<file path="config.mk">
export PLATFORM = sky130hd
export DESIGN_NAME = irq_scan_top
export DESIGN_NICKNAME = d
export VERILOG_FILES = /design/src/rtl/irq_scan_pkg.sv /design/src/rtl/irq_pin_capture.sv /design/src/rtl/irq_retry_monitor.sv /design/src/rtl/irq_scan_fsm.sv /design/src/rtl/irq_scan_top.sv
export SDC_FILE = /design/constraint.sdc
export NUM_CORES = 1
export LEC_CHECK = 0
export ABC_AREA = 1
export CELL_PAD_IN_SITES_DETAIL_PLACEMENT = 1
export CELL_PAD_IN_SITES_GLOBAL_PLACEMENT = 2
export CORE_AREA = 8 8 260 262
export DETAILED_ROUTE_END_ITERATION = 8
export DIE_AREA = 0 0 268 270
export DONT_BUFFER_PORTS = 1
export PLACE_DENSITY = 0.58
export SETUP_SLACK_MARGIN = 0.3
export SLEW_MARGIN = 20
export SYNTH_ARGS = -nofsm -noshare
export SYNTH_HDL_FRONTEND = slang
export SYNTH_SLANG_ARGS = --single-unit
export TNS_END_PERCENT = 50
</file>
<file path="constraint.sdc">
create_clock -name clk -period 7 [get_ports clk]
set_input_delay 1.4 -clock clk [delete_from_list [all_inputs] [get_ports clk]]
set_output_delay 1.4 -clock clk [all_outputs]
set_load 0.01 [all_outputs]
</file>
<file path="src/rtl/irq_scan_pkg.sv">
package irq_scan_pkg;

    // Scan state machine encoding
    typedef enum logic [1:0] {
        SC_IDLE,
        SC_SEEK,
        SC_IACK,
        SC_SEND
    } scan_state_e;

    // Delivery mode that fetches its vector from the legacy controller
    localparam logic [2:0] DM_EXTINT = 3'd7;

endpackage

</file>
<file path="src/rtl/irq_pin_capture.sv">
module irq_pin_capture #(
    parameter int NUM_PINS = 24
) (
    input  logic                        clk,
    input  logic                        rst_n,
    input  logic [NUM_PINS-1:0]         pin_in,
    input  logic [NUM_PINS-1:0]         cfg_level,
    input  logic                        dlv_fire,
    input  logic                        dlv_ok,
    input  logic                        dlv_edge,
    input  logic [((NUM_PINS > 1) ? $clog2(NUM_PINS) : 1)-1:0] dlv_pin,
    output logic [NUM_PINS-1:0]         pin_level,
    output logic [NUM_PINS-1:0]         pending,
    output logic                        rise_any
);
    localparam int IDX_W = (NUM_PINS > 1) ? $clog2(NUM_PINS) : 1;

    logic [NUM_PINS-1:0] lvl_q, pend_q;
    logic [NUM_PINS-1:0] changed, rise, fall, clr_dlv, pend_n;

    // Per-pin clear from a successful edge-mode delivery
    for (genvar g = 0; g < NUM_PINS; g++) begin : g_clr
        assign clr_dlv[g] = dlv_fire && dlv_ok && dlv_edge && (dlv_pin == IDX_W'(g));
    end

    always_comb begin
        changed = pin_in ^ lvl_q;
        rise    = changed & pin_in;
        fall    = changed & ~pin_in;
        // A new rising level wins over any clear in the same cycle
        pend_n  = (pend_q & ~(fall & cfg_level) & ~clr_dlv) | rise;
    end

    always_ff @(posedge clk) begin
        if (!rst_n) begin
            lvl_q  <= '0;
            pend_q <= '0;
        end else begin
            lvl_q  <= pin_in;
            pend_q <= pend_n;
        end
    end

    assign pin_level = lvl_q;
    assign pending   = pend_q;
    assign rise_any  = |rise;

endmodule

</file>
<file path="src/rtl/irq_retry_monitor.sv">
module irq_retry_monitor #(
    parameter int NUM_PINS    = 24,
    parameter int STUCK_LIMIT = 5
) (
    input  logic                        clk,
    input  logic                        rst_n,
    input  logic                        dlv_fire,
    input  logic                        dlv_ok,
    input  logic [((NUM_PINS > 1) ? $clog2(NUM_PINS) : 1)-1:0] dlv_pin,
    output logic [NUM_PINS-1:0]         dlv_status,
    output logic                        stuck
);
    localparam int IDX_W = (NUM_PINS > 1) ? $clog2(NUM_PINS) : 1;
    localparam int SAT   = STUCK_LIMIT + 1;
    localparam int CW    = $clog2(SAT + 1);

    logic [CW-1:0]       rej_q;
    logic [NUM_PINS-1:0] stat_q;

    // Consecutive refusal counter, saturating one above the limit
    always_ff @(posedge clk) begin
        if (!rst_n) begin
            rej_q <= '0;
        end else if (dlv_fire) begin
            if (dlv_ok) begin
                rej_q <= '0;
            end else if (rej_q != CW'(SAT)) begin
                rej_q <= rej_q + CW'(1);
            end
        end
    end

    for (genvar g = 0; g < NUM_PINS; g++) begin : g_stat
        always_ff @(posedge clk) begin
            if (!rst_n) begin
                stat_q[g] <= 1'b0;
            end else if (dlv_fire && (dlv_pin == IDX_W'(g))) begin
                stat_q[g] <= !dlv_ok;
            end
        end
    end

    assign dlv_status = stat_q;
    assign stuck      = rej_q > CW'(STUCK_LIMIT);

endmodule

</file>
<file path="src/rtl/irq_scan_fsm.sv">
module irq_scan_fsm
    import irq_scan_pkg::*;
#(
    parameter int NUM_PINS = 24,
    parameter int VEC_W    = 8,
    parameter int DEST_W   = 8
) (
    input  logic                             clk,
    input  logic                             rst_n,
    input  logic                             kick,
    input  logic [NUM_PINS-1:0]              pending,
    input  logic [NUM_PINS-1:0][VEC_W-1:0]   cfg_vector,
    input  logic [NUM_PINS-1:0][DEST_W-1:0]  cfg_dest,
    input  logic [NUM_PINS-1:0][2:0]         cfg_dmode,
    input  logic [NUM_PINS-1:0]              cfg_logical,
    input  logic [NUM_PINS-1:0]              cfg_active_low,
    input  logic [NUM_PINS-1:0]              cfg_level,
    input  logic [NUM_PINS-1:0]              cfg_mask,
    input  logic                             msg_ready,
    input  logic                             msg_accept,
    input  logic                             iack_ack,
    input  logic [VEC_W-1:0]                 iack_vec,
    output logic                             msg_valid,
    output logic [VEC_W-1:0]                 msg_vector,
    output logic [DEST_W-1:0]                msg_dest,
    output logic [2:0]                       msg_dmode,
    output logic                             msg_logical,
    output logic                             msg_active_low,
    output logic                             msg_level,
    output logic [((NUM_PINS > 1) ? $clog2(NUM_PINS) : 1)-1:0] msg_pin,
    output logic                             iack_req,
    output logic                             dlv_fire,
    output logic                             dlv_ok
);
    localparam int IDX_W = (NUM_PINS > 1) ? $clog2(NUM_PINS) : 1;
    localparam int CNT_W = $clog2(NUM_PINS + 1);
    localparam logic [CNT_W-1:0] LAST = CNT_W'(NUM_PINS);

    scan_state_e st_q, st_n;

    logic [CNT_W-1:0]  idx_q;
    logic              req_q;
    logic [IDX_W-1:0]  sel;
    logic              at_end, hit, is_ext;

    logic [VEC_W-1:0]  vec_q;
    logic [DEST_W-1:0] dest_q;
    logic [2:0]        dmode_q;
    logic              logical_q, alow_q, level_q;
    logic [IDX_W-1:0]  pin_q;

    assign sel    = idx_q[IDX_W-1:0];
    assign at_end = (idx_q == LAST);
    assign hit    = !at_end && pending[sel] && !cfg_mask[sel];
    assign is_ext = (cfg_dmode[sel] == DM_EXTINT);

    // State register
    always_ff @(posedge clk) begin
        if (!rst_n) st_q <= SC_IDLE;
        else        st_q <= st_n;
    end

    // Next-state decision
    always_comb begin
        st_n = st_q;
        unique case (st_q)
            SC_IDLE: if (req_q)     st_n = SC_SEEK;
            SC_SEEK: begin
                if (at_end)         st_n = SC_IDLE;
                else if (hit)       st_n = is_ext ? SC_IACK : SC_SEND;
            end
            SC_IACK: if (iack_ack)  st_n = SC_SEND;
            SC_SEND: if (msg_ready) st_n = SC_SEEK;
            default:                st_n = SC_IDLE;
        endcase
    end

    // Outputs decoded from the state
    always_comb begin
        msg_valid = 1'b0;
        iack_req  = 1'b0;
        dlv_fire  = 1'b0;
        unique case (st_q)
            SC_IDLE: ;
            SC_SEEK: ;
            SC_IACK: iack_req = 1'b1;
            SC_SEND: begin
                msg_valid = 1'b1;
                dlv_fire  = msg_ready;
            end
            default: ;
        endcase
        dlv_ok = msg_accept;
    end

    // Request latch, pin walker and message holding registers
    always_ff @(posedge clk) begin
        if (!rst_n) begin
            req_q     <= 1'b0;
            idx_q     <= '0;
            vec_q     <= '0;
            dest_q    <= '0;
            dmode_q   <= '0;
            logical_q <= 1'b0;
            alow_q    <= 1'b0;
            level_q   <= 1'b0;
            pin_q     <= '0;
        end else begin
            req_q <= (req_q && (st_q != SC_IDLE)) || kick;
            unique case (st_q)
                SC_IDLE: if (req_q) idx_q <= '0;
                SC_SEEK: begin
                    if (hit) begin
                        vec_q     <= cfg_vector[sel];
                        dest_q    <= cfg_dest[sel];
                        dmode_q   <= cfg_dmode[sel];
                        logical_q <= cfg_logical[sel];
                        alow_q    <= cfg_active_low[sel];
                        level_q   <= cfg_level[sel];
                        pin_q     <= sel;
                    end else if (!at_end) begin
                        idx_q <= idx_q + CNT_W'(1);
                    end
                end
                SC_IACK: if (iack_ack) vec_q <= iack_vec;
                SC_SEND: if (msg_ready) idx_q <= idx_q + CNT_W'(1);
                default: ;
            endcase
        end
    end

    assign msg_vector     = vec_q;
    assign msg_dest       = dest_q;
    assign msg_dmode      = dmode_q;
    assign msg_logical    = logical_q;
    assign msg_active_low = alow_q;
    assign msg_level      = level_q;
    assign msg_pin        = pin_q;

endmodule

</file>
<file path="src/rtl/irq_scan_top.sv">
module irq_scan_top #(
    parameter int NUM_PINS    = 24,
    parameter int VEC_W       = 8,
    parameter int DEST_W      = 8,
    parameter int STUCK_LIMIT = 5
) (
    input  logic                             clk,
    input  logic                             rst_n,
    input  logic [NUM_PINS-1:0]              pin_in,
    input  logic                             rescan,
    input  logic [NUM_PINS-1:0][VEC_W-1:0]   cfg_vector,
    input  logic [NUM_PINS-1:0][DEST_W-1:0]  cfg_dest,
    input  logic [NUM_PINS-1:0][2:0]         cfg_dmode,
    input  logic [NUM_PINS-1:0]              cfg_logical,
    input  logic [NUM_PINS-1:0]              cfg_active_low,
    input  logic [NUM_PINS-1:0]              cfg_level,
    input  logic [NUM_PINS-1:0]              cfg_mask,
    output logic                             msg_valid,
    input  logic                             msg_ready,
    input  logic                             msg_accept,
    output logic [VEC_W-1:0]                 msg_vector,
    output logic [DEST_W-1:0]                msg_dest,
    output logic [2:0]                       msg_dmode,
    output logic                             msg_logical,
    output logic                             msg_active_low,
    output logic                             msg_level,
    output logic [((NUM_PINS > 1) ? $clog2(NUM_PINS) : 1)-1:0] msg_pin,
    output logic                             iack_req,
    input  logic                             iack_ack,
    input  logic [VEC_W-1:0]                 iack_vec,
    output logic [NUM_PINS-1:0]              pin_level,
    output logic [NUM_PINS-1:0]              pending,
    output logic [NUM_PINS-1:0]              dlv_status,
    output logic                             stuck
);
    logic rise_any, kick, dlv_fire, dlv_ok;

    assign kick = rescan || rise_any;

    irq_pin_capture #(.NUM_PINS(NUM_PINS)) u_capture (
        .clk       (clk),
        .rst_n     (rst_n),
        .pin_in    (pin_in),
        .cfg_level (cfg_level),
        .dlv_fire  (dlv_fire),
        .dlv_ok    (dlv_ok),
        .dlv_edge  (!msg_level),
        .dlv_pin   (msg_pin),
        .pin_level (pin_level),
        .pending   (pending),
        .rise_any  (rise_any)
    );

    irq_scan_fsm #(
        .NUM_PINS (NUM_PINS),
        .VEC_W    (VEC_W),
        .DEST_W   (DEST_W)
    ) u_fsm (
        .clk            (clk),
        .rst_n          (rst_n),
        .kick           (kick),
        .pending        (pending),
        .cfg_vector     (cfg_vector),
        .cfg_dest       (cfg_dest),
        .cfg_dmode      (cfg_dmode),
        .cfg_logical    (cfg_logical),
        .cfg_active_low (cfg_active_low),
        .cfg_level      (cfg_level),
        .cfg_mask       (cfg_mask),
        .msg_ready      (msg_ready),
        .msg_accept     (msg_accept),
        .iack_ack       (iack_ack),
        .iack_vec       (iack_vec),
        .msg_valid      (msg_valid),
        .msg_vector     (msg_vector),
        .msg_dest       (msg_dest),
        .msg_dmode      (msg_dmode),
        .msg_logical    (msg_logical),
        .msg_active_low (msg_active_low),
        .msg_level      (msg_level),
        .msg_pin        (msg_pin),
        .iack_req       (iack_req),
        .dlv_fire       (dlv_fire),
        .dlv_ok         (dlv_ok)
    );

    irq_retry_monitor #(
        .NUM_PINS    (NUM_PINS),
        .STUCK_LIMIT (STUCK_LIMIT)
    ) u_retry (
        .clk        (clk),
        .rst_n      (rst_n),
        .dlv_fire   (dlv_fire),
        .dlv_ok     (dlv_ok),
        .dlv_pin    (msg_pin),
        .dlv_status (dlv_status),
        .stuck      (stuck)
    );

endmodule

</file>
==> results.txt, run 1 <==
Status - complete, no violations
Fin Hold WS - 0.557 ns
Max Clk Rate - 0.276 GHz
Placed Cells - 2594
Reg power frac - 29.2%
Gate power share - 51.4%
Port Buffer Count - 0
DIE HEIGHT - 270 um
Switching portion of total power - 51.9%
HP Class - reg -> reg
#FFs+latches synth - 110
Kind of critical path - reg -> reg
Synth unique cells - 35
Seq/Total Area, Yosys - 21.1%
TritonCTS Buffers - 9
First-pass GRT wire length - 96400 um
CTS tree - yes
Non-Filler Instances - 2616
Clock skew - 0.0166 ns
CP Data Required Time - 7.30 ns
Main synth FF type - dfxtp_1
DP Worst Slack - 3.37 ns
Worst Setup Start Kind - flop
WP data arrival - 3.92 ns
Root Driver - clkbuf_16
Pre-antenna DRT Iters - 5
CTS H-tree lvls - 3
Total wire length - 68800 um
Hpwl dp - 55300 um
DR iter-0 viols - 714
Max Cap Viol - 0
Crit path capture type - flop
Area grow syn2layout - 6.39%
Setup violations, final - 0
Int Power - 1.33 mW
Nets - 2349
Synth Cell Area - 0.0105 mm^2
CP max FO - 189
Initial antenna violation count - 14
Hold Path Cell Cnt - 2
Final worst slack - 3.37 ns
Final core occ - 17.5%
Setup TNS - 0 ns
Pleak - 4.37 nW
Placer Congestion - 0.924
Final Hold Fails - 0
Post-Synthesis Cells - 1865
Fin area - 0.0111 mm^2
Post-Syn Area per Cell - 5.60 um^2
Gr usage total - 17.9%
CTS max path bufs - 2
Global route total overflow - 0
Peak VDD IR - 0.000135 V
Power density cells - 249 mW/mm^2
Max-slew violations - 0
Core area - 0.0636 mm^2
Sink Count - 110
RSZ-0062 raised after global routing - false
Antenna-violating nets left - 0
Routed vias/inst - 4.78
Resize count post-CTS - 0
Drc violations - 0
Initial core utilization - 16.4%
Layout cell share with drive strength beyond 1 - 3.02%
Synthesis Warnings - 0
Most common cell after layout, fill and taps aside - nor2_1
Post-CTS setup buffer count - 0
Slew @ Worst Pin - 1.04 ns
Mapped Nets - 2464
Routed vias - 12503
Row count - 93
Min cycle time layout - 3.63 ns
Largest net degree at the start of global routing - 190
Max-slew headroom - 31.0%
Hold_buf cts - 0
Switching pwr - 1.44 mW
Commonest cells after routing, fill and taps aside - 381 x nor2_1, 367 x nand2_1, 283 x o21ai_0, 159 x inv_1, 123 x nand3_1
Die area - 0.0724 mm^2
R2R depth - 13
Placed inst area - 0.0108 mm^2
Number of I/O pins - 692
Clock share of power - 19.4%
Power, Total - 2.77 mW
Skew-Pair Late Insertion Delay - 0.39 ns
Number of global-route vias before repair - 13297
Async SR Flop Fraction - 0%
Routed WL per cell - 26.3 um
Post-synth EDFFs - 0
Final period utilization - 51.8%
Reg clk slew, reported paths - 0.09 ns
DIE WIDTH - 268 um
-- cell usage after synthesis, drive strengths merged, types with 2 or more instances --
| cell type | count | area share (%) |
|---|---|---|
| a21oi | 97 | 4.6 |
| a31oi | 3 | 0.18 |
| buf | 89 | 6.2 |
| clkbuf | 51 | 1.8 |
| clkinv | 2 | 0.072 |
| dfxtp | 110 | 21 |
| ha | 9 | 1.1 |
| inv | 166 | 6.0 |
| nand2 | 370 | 13 |
| nand3 | 124 | 6.1 |
| nand3b | 4 | 0.29 |
| nand4 | 6 | 0.36 |
| nor2 | 384 | 14 |
| nor3 | 9 | 0.43 |
| o211ai | 71 | 5.1 |
| o21ai | 298 | 14 |
| o221ai | 14 | 1.2 |
| o22ai | 26 | 1.6 |
| o311ai | 18 | 1.5 |
| or2 | 8 | 0.48 |
| xor2 | 2 | 0.17 |
-- cells by family after synthesis --
family                     Yosys count  synth area share (%)
buffers and inverters              308                  14.1
and+or+nand+nor                    906                  34.9
adders and majority gates            9                  1.08
AOI/OAI and AO/OA                  529                  28.6
xor gates and xnor gates             3                 0.251
DFF                                110                  21.1
-- per-layer routing --
layer / share of wire (%) / global-route usage (%)
met5: 0.11 / 0
met1: 39 / 19.7
met4: 1.7 / 3.79
met2: 50 / 32.6
met3: 8.7 / 6.24
-- worst paths after layout --
check | end | slack, ns | startpoint
setup / recovery | u_fsm.msg_dmode[2] | 3.37 | u_fsm.idx_q[0]
setup reg to reg | u_fsm.msg_dmode[2] | 3.37 | u_fsm.idx_q[0]
hold reg to reg | u_retry.rej_q[2] | 0.56 | u_retry.rej_q[2]
hold / removal | u_retry.rej_q[2] | 0.56 | u_retry.rej_q[2]
-- registers in the layout, indices dropped and copies added (netlist names) --
name	count
u_capture.pin_level	24
u_fsm.msg_active_low	1
u_fsm.msg_vector	8
u_fsm.msg_logical	1
u_fsm.st_q	2
u_retry.rej_q	3
u_capture.pending	24
u_retry.dlv_status	24
u_fsm.msg_dest	8
u_fsm.idx_q	5
u_fsm.req_q	1
u_fsm.msg_pin	5
u_fsm.msg_level	1
u_fsm.msg_dmode	3
-- power groups by stage --
| stage | logic (mW) | registers (mW) | clock network [mW] |
|---|---|---|---|
| after global routing | 1.61 | 0.819 | 0.581 |
| after floorplan | 1.14 | 0.746 | 0 |
| final | 1.42 | 0.807 | 0.538 |
| after CTS | 1.45 | 0.812 | 0.568 |
| after detailed placement | 1.44 | 0.826 | 0 |
| after global placement | 1.41 | 0.826 | 0 |
-- critical path: stages (launching register included) --
cell     delay (ns)
dfxtp_4        0.78
inv_8          0.27
buf_12         0.29
nand2_1        0.21
nand2_1        0.08
nand2_1        0.06
nand3_1        0.09
nand3_1        0.20
nand3_1        0.12
nand2_2        0.11
nand3_4        0.32
inv_2          0.37
nand2_1        0.10
a21oi_1        0.13
-- area by class of cell --
cell class                      instances  area [um^2]
Multi-Input combinational cell       1447         6790
Fill cell                            8138        52500
Timing Repair Buffer                   14          118
Sequential cell                       110         2210
Clock inverter                          6         51.3
Tap cell                              855         1070
Inverter                              168          638
Clock buffer                           10          229
Antenna cell                            6         15.0
(Power assumes the default switching activity.)
==> run 2, diff against run 1 <==
Settings changed: ABC_AREA 1 to 0, CORE_AREA 8 8 260 262 to 8 8 267 269, DIE_AREA 0 0 268 270 to 0 0 275 277, PLACE_DENSITY 0.58 to 0.47.
Clock period 7 ns to 2.95 ns, I/O delays scaled along.
==> results.txt, run 2 <==
RSZ-0062 raised after global routing - true
Grt met3 use - 5.97%
CP max FO - 14
Async SR Flop Fraction - 0%
Setup violations, final - 0
Routed vias/inst - 4.66
Layout cell share with drive strength beyond 1 - 30.7%
CP top delay family - compound AO/OA/AOI/OAI gates
Placer Congestion - 0.821
Clock skew - 0.0178 ns
Synth Cell Area - 0.00926 mm^2
GR Util met2 - 29.8%
Final period utilization - 88.6%
Commonest cells after routing, fill and taps aside - 147 x mux4_2, 108 x nor2_1, 105 x dfxtp_1, 59 x buf_4, 52 x a211oi_1
Count leader, synth - mux4_2
Number of global-route vias before repair - 8980
CTS tree - yes
Antenna-violating nets left - 0
Nets - 1499
Footprint of the multi-input gates - 0.00651 mm^2
Max Cap Viol - 0
Hpwl dp - 55800 um
Min cycle time layout - 2.61 ns
Reg area - 0.00221 mm^2
CTS H-tree lvls - 3
Post-Syn Area per Cell - 10.5 um^2
Slowest stage cell, crit path - mux4_2
Power, Total - 5.69 mW
Largest net degree at the start of global routing - 57
Hold_buf cts - 0
Sink Count - 110
Max-slew violations - 0
Most used cell, CP - buf_12
Routed WL per cell - 36.1 um
Max Clk Rate - 0.382 GHz
Pre-antenna DRT Iters - 5
Met1 usage - 16.8%
Seq/Total Area, Yosys - 23.8%
Most common cell after layout, fill and taps aside - mux4_2
Hold Path Cell Cnt - 1
DIE WIDTH - 275 um
#FFs+latches synth - 110
HP Class - in -> reg
Initial core utilization - 13.9%
CP Data Required Time - 3.28 ns
Largest cells by area after synthesis - mux4_2 36%, dfxtp_1 24%, nor2_1 4.4%
Fill cells - 7653
Worst Setup Start Kind - flop
Row count - 95
DR iter-0 viols - 408
Status - complete, no violations
WP buf/inv - 3
Root Driver - clkbuf_16
Kind of critical path - reg -> reg
Core area - 0.0668 mm^2
Gr busiest metal - met2
Skew-Pair Late Insertion Delay - 0.40 ns
Critical path depth - 10
Area grow syn2layout - 20.5%
Synthesis Warnings - 0
Final Hold Fails - 0
Port Buffer Count - 0
DIE HEIGHT - 277 um
Max incr delay on CP - 0.58 ns
Post-synth top area share - 35.5%
Max-slew headroom - 42.9%
Power density cells - 511 mW/mm^2
Peak VDD IR - 0.000260 V
Initial antenna violation count - 31
Gr usage total - 15.8%
Total wire length - 64600 um
Pleak - 3.45 nW
Final core occ - 16.7%
R2R depth - 10
CP Cell Sequence - buf_12 -> mux4_2 -> a22o_1 -> a21oi_2 -> buf_4 -> nand3_2 -> a31oi_4 -> buf_12 -> o2111ai_1 -> o21ai_1
Crit path capture type - flop
Routed vias - 8333
CTS max path bufs - 2
Mapped Nets - 1484
Synth area leader - mux4_2
Post-Synthesis Cells - 885
Synth unique cells - 57
Reg clk slew, reported paths - 0.10 ns
Slew @ Worst Pin - 0.835 ns
Top post-synthesis cells by count - 146 x mux4_2, 110 x dfxtp_1, 108 x nor2_1, 53 x a211oi_1, 47 x inv_1
Post-synth EDFFs - 0
Global route total overflow - 0
WP data arrival - 2.94 ns
TritonCTS Buffers - 9
Drc violations - 0
Die area - 0.0762 mm^2
Number of I/O pins - 692
Setup TNS - 0 ns
Main synth FF type - dfxtp_1
First-pass GRT wire length - 82900 um
[run 2: layout make-up]
class / instances / area share [%]
Sequential cell: 110 / 19.8
Tap cell: 873 / 9.79
Antenna cell: 10 / 0.224
Inverter: 50 / 1.68
Timing Repair Buffer: 77 / 7.30
Clock buffer: 9 / 2.02
Clock inverter: 7 / 0.763
Multi-Input combinational cell: 652 / 58.4
[run 2: repair_timing]
item	CTS	global route
gates cloned	1	2
setup buffers	4	7
pin swaps	1	1
setup endpoints to repair	31	29
gates resized for setup	6	10
[run 2: cell families after synthesis]
| logic type | Yosys count | share of synthesized area, % |
|---|---|---|
| compound gates | 234 | 17.3 |
| simple gates | 231 | 11.6 |
| mux | 178 | 39.7 |
| buf+inv | 123 | 6.41 |
| flops | 110 | 23.8 |
| fa+ha+maj | 9 | 1.22 |
[run 2: per-layer routing]
layer	wire length, um	vias to the layer above
li1	-	3557
met5	111	-
met4	920	16
met3	6140	62
met1	23200	4243
met2	34200	455
[run 2: report_power, final]
group | switching [mW] | internal, mW
registers | 0.216 | 1.59
logic | 1.19 | 1.31
clock network | 0.773 | 0.615
[run 2: per-stage QoR]
stage / hold WS [ns] / std cells / area, um^2 / worst slack [ns]
after floorplan: 0.473 / 885 / 9260 / 0.552
after global placement: 0.497 / 1748 / 10600 / 0.144
after detailed placement: 0.507 / 1748 / 10600 / 0.111
after CTS: 0.254 / 1769 / 11000 / 0.217
after global routing: 0.268 / 1784 / 11100 / 0.231
final: 0.294 / 1788 / 11200 / 0.335
[run 2: final timing paths]
kind / start / to / slack [ns]
worst max-delay path: u_fsm.idx_q[0] / u_fsm.msg_vector[4] / 0.34
worst min-delay path: msg_accept / u_retry.dlv_status[10] / 0.29
worst max register to register: u_fsm.idx_q[0] / u_fsm.msg_vector[4] / 0.34
worst min register to register: u_fsm.msg_vector[0] / u_fsm.msg_vector[0] / 0.51
==> run 3, diff against run 2 <==
Settings changed: CORE_AREA 8 8 267 269 to 8 8 262 264, DIE_AREA 0 0 275 277 to 0 0 270 272, PLACE_DENSITY 0.47 to 0.51, SYNTH_HIERARCHICAL set to 1.
==> results.txt, run 3 <==
WP buf/inv - 2
Async SR Flop Fraction - 0%
Kind of critical path - reg -> reg
CP Cell Sequence - buf_12 -> mux4_2 -> a221oi_2 -> nor3_2 -> a22oi_4 -> buf_12 -> nor2_1 -> o31a_1
Max Clk Rate - 0.383 GHz
Placed inst area - 0.0111 mm^2
DR iter-0 viols - 644
CP Data Required Time - 3.23 ns
Global route total overflow - 0
Most common cell after layout, fill and taps aside - mux4_2
Mapped Nets - 1604
Pleak - 3.86 nW
CP top delay family - compound AO/OA/AOI/OAI gates
CP Capture Point - u_fsm/idx_q[0]
Crit path capture type - flop
CTS H-tree lvls - 3
Final Hold Fails - 0
RSZ-0062 raised after global routing - true
Drc violations - 0
Layout cell share with drive strength beyond 1 - 26.6%
Area grow syn2layout - 18.3%
Antenna-violating nets left - 0
Largest cells by area after synthesis - mux4_2 31%, dfxtp_1 22%, mux2i_1 6.6%
Skew-Pair Late Insertion Delay - 0.39 ns
Port Buffer Count - 0
Fin area - 0.0118 mm^2
Post-synth top area share - 30.6%
Initial antenna violation count - 10
Die area - 0.0734 mm^2
Sink Count - 110
Critical path depth - 8
CTS max path bufs - 2
Power density cells - 545 mW/mm^2
CP Launch Point - u_fsm/idx_q[0]
Root Driver - clkbuf_16
Post-synth EDFFs - 0
Final period utilization - 88.4%
WP data arrival - 2.89 ns
Clock skew - 0.0164 ns
Routed vias - 9538
CP max FO - 8
Setup TNS - 0 ns
#FFs+latches synth - 110
Hpwl dp - 54600 um
Slew @ Worst Pin - 0.926 ns
Nets - 1598
Number of I/O pins - 692
Number of global-route vias before repair - 9898
Count leader, synth - mux4_2
Main synth FF type - dfxtp_1
Core area - 0.0648 mm^2
Max incr delay on CP - 0.54 ns
Flop-to-flop setup slack - 0.34 ns
Seq/Total Area, Yosys - 22.0%
Pre-antenna DRT Iters - 5
Max-slew violations - 0
Max-slew headroom - 38.1%
Routed vias/inst - 5.10
Routed WL per cell - 35.3 um
HP Class - in -> reg
Synth area leader - mux4_2
Status - complete, no violations
CTS tree - yes
Largest net degree at the start of global routing - 79
R2R depth - 8
Post-Synthesis Cells - 1005
DIE WIDTH - 270 um
Peak VDD IR - 0.000275 V
Gr usage total - 16.7%
Min cycle time layout - 2.61 ns
Row count - 94
Total wire length - 66000 um
Non-Filler Instances - 1872
Reg clk slew, reported paths - 0.09 ns
R2r startpoint - u_fsm/idx_q[0]
Initial core utilization - 15.5%
Placed Cells - 1830
R2R Path End - u_fsm/idx_q[0]
Placer Congestion - 0.909
TritonCTS Buffers - 9
Most used cell, CP - buf_12
Slowest stage cell, crit path - mux4_2
Commonest cells after routing, fill and taps aside - 136 x mux4_2, 116 x nand2_1, 107 x dfxtp_1, 70 x nand3_1, 66 x mux2i_1
Hold Path Cell Cnt - 2
Setup violations, final - 0
Worst Setup Start Kind - flop
Power, Total - 6.46 mW
Synth Cell Area - 0.0100 mm^2
First-pass GRT wire length - 88100 um
DIE HEIGHT - 272 um
Synth unique cells - 71
Top post-synthesis cells by count - 136 x mux4_2, 116 x nand2_1, 110 x dfxtp_1, 70 x nand3_1, 66 x mux2i_1
Max Cap Viol - 0
Synthesis Warnings - 6
Post-Syn Area per Cell - 9.96 um^2
==> run 3: cell families (layout without fill, tap and decap cells) <==
family,count (synthesis),in the layout,share of synthesized area [%]
fa+ha+maj,9,9,1.12
simple gates,319,319,16.2
mux,203,203,37.3
flops,110,110,22.0
compound gates,232,233,16.8
other cells,0,4,0
buf+inv,132,130,6.66
==> run 3: routing by layer <==
layer	GRT usage, %	wire (um)	up-vias
met5	0	46	-
met1	18.6	25000	4887
li1	-	-	3972
met4	3.39	1240	6
met3	6.78	6570	60
met2	30.0	33200	613
==> run 3: worst min path at each step <==
| stage | endpoint | from | slack, ns |
|---|---|---|---|
| 6_report | u_capture/pin_level[11] | pin_in[11] | 0.33 |
| 5_1_grt | u_capture/pin_level[11] | pin_in[11] | 0.32 |
| 4_1_cts | u_fsm/idx_q[4] | rst_n | 0.29 |
| 3_3_place_gp | u_fsm/req_q | u_fsm/req_q | 0.50 |
| 3_5_place_dp | u_retry/dlv_status[6] | u_retry/dlv_status[6] | 0.51 |
| 2_1_floorplan | u_fsm/req_q | u_fsm/req_q | 0.48 |
==> run 3: per-stage QoR <==
step	utilization [%]	hold slack (ns)	setup slack, ns
CTS	17.8	0.285	0.291
finish	18.3	0.334	0.341
detailed placement	17.1	0.507	0.104
floorplan	-	0.480	0.446
global route	18.3	0.317	0.213
global placement	17.1	0.499	0.144
==> run 3: where the power goes <==
part / switching, mW / leakage (nW) / total (mW) / internal [mW]
clock network: 0.710 / 0.152 / 1.39 / 0.681
logic: 1.67 / 2.81 / 3.24 / 1.56
registers: 0.243 / 0.903 / 1.83 / 1.59
==> run 3: what timing repair did <==
action,in CTS,in global routing
cloned,2,4
gates resized for setup,7,27
endpoints found under the setup margin,30,28
buffers inserted,7,9
pin swaps,3,16
hold buffers,0,0
==> run 3: cell type report <==
cell class	instances	area, um^2
diodes	4	10.0
clock inverters	7	93.8
repair buffers	71	786
multi-input cells	764	7270
fillers	7531	53000
clock buffers	9	225
flip-flops and latches	110	2210
well taps	864	1080
inverters	43	164
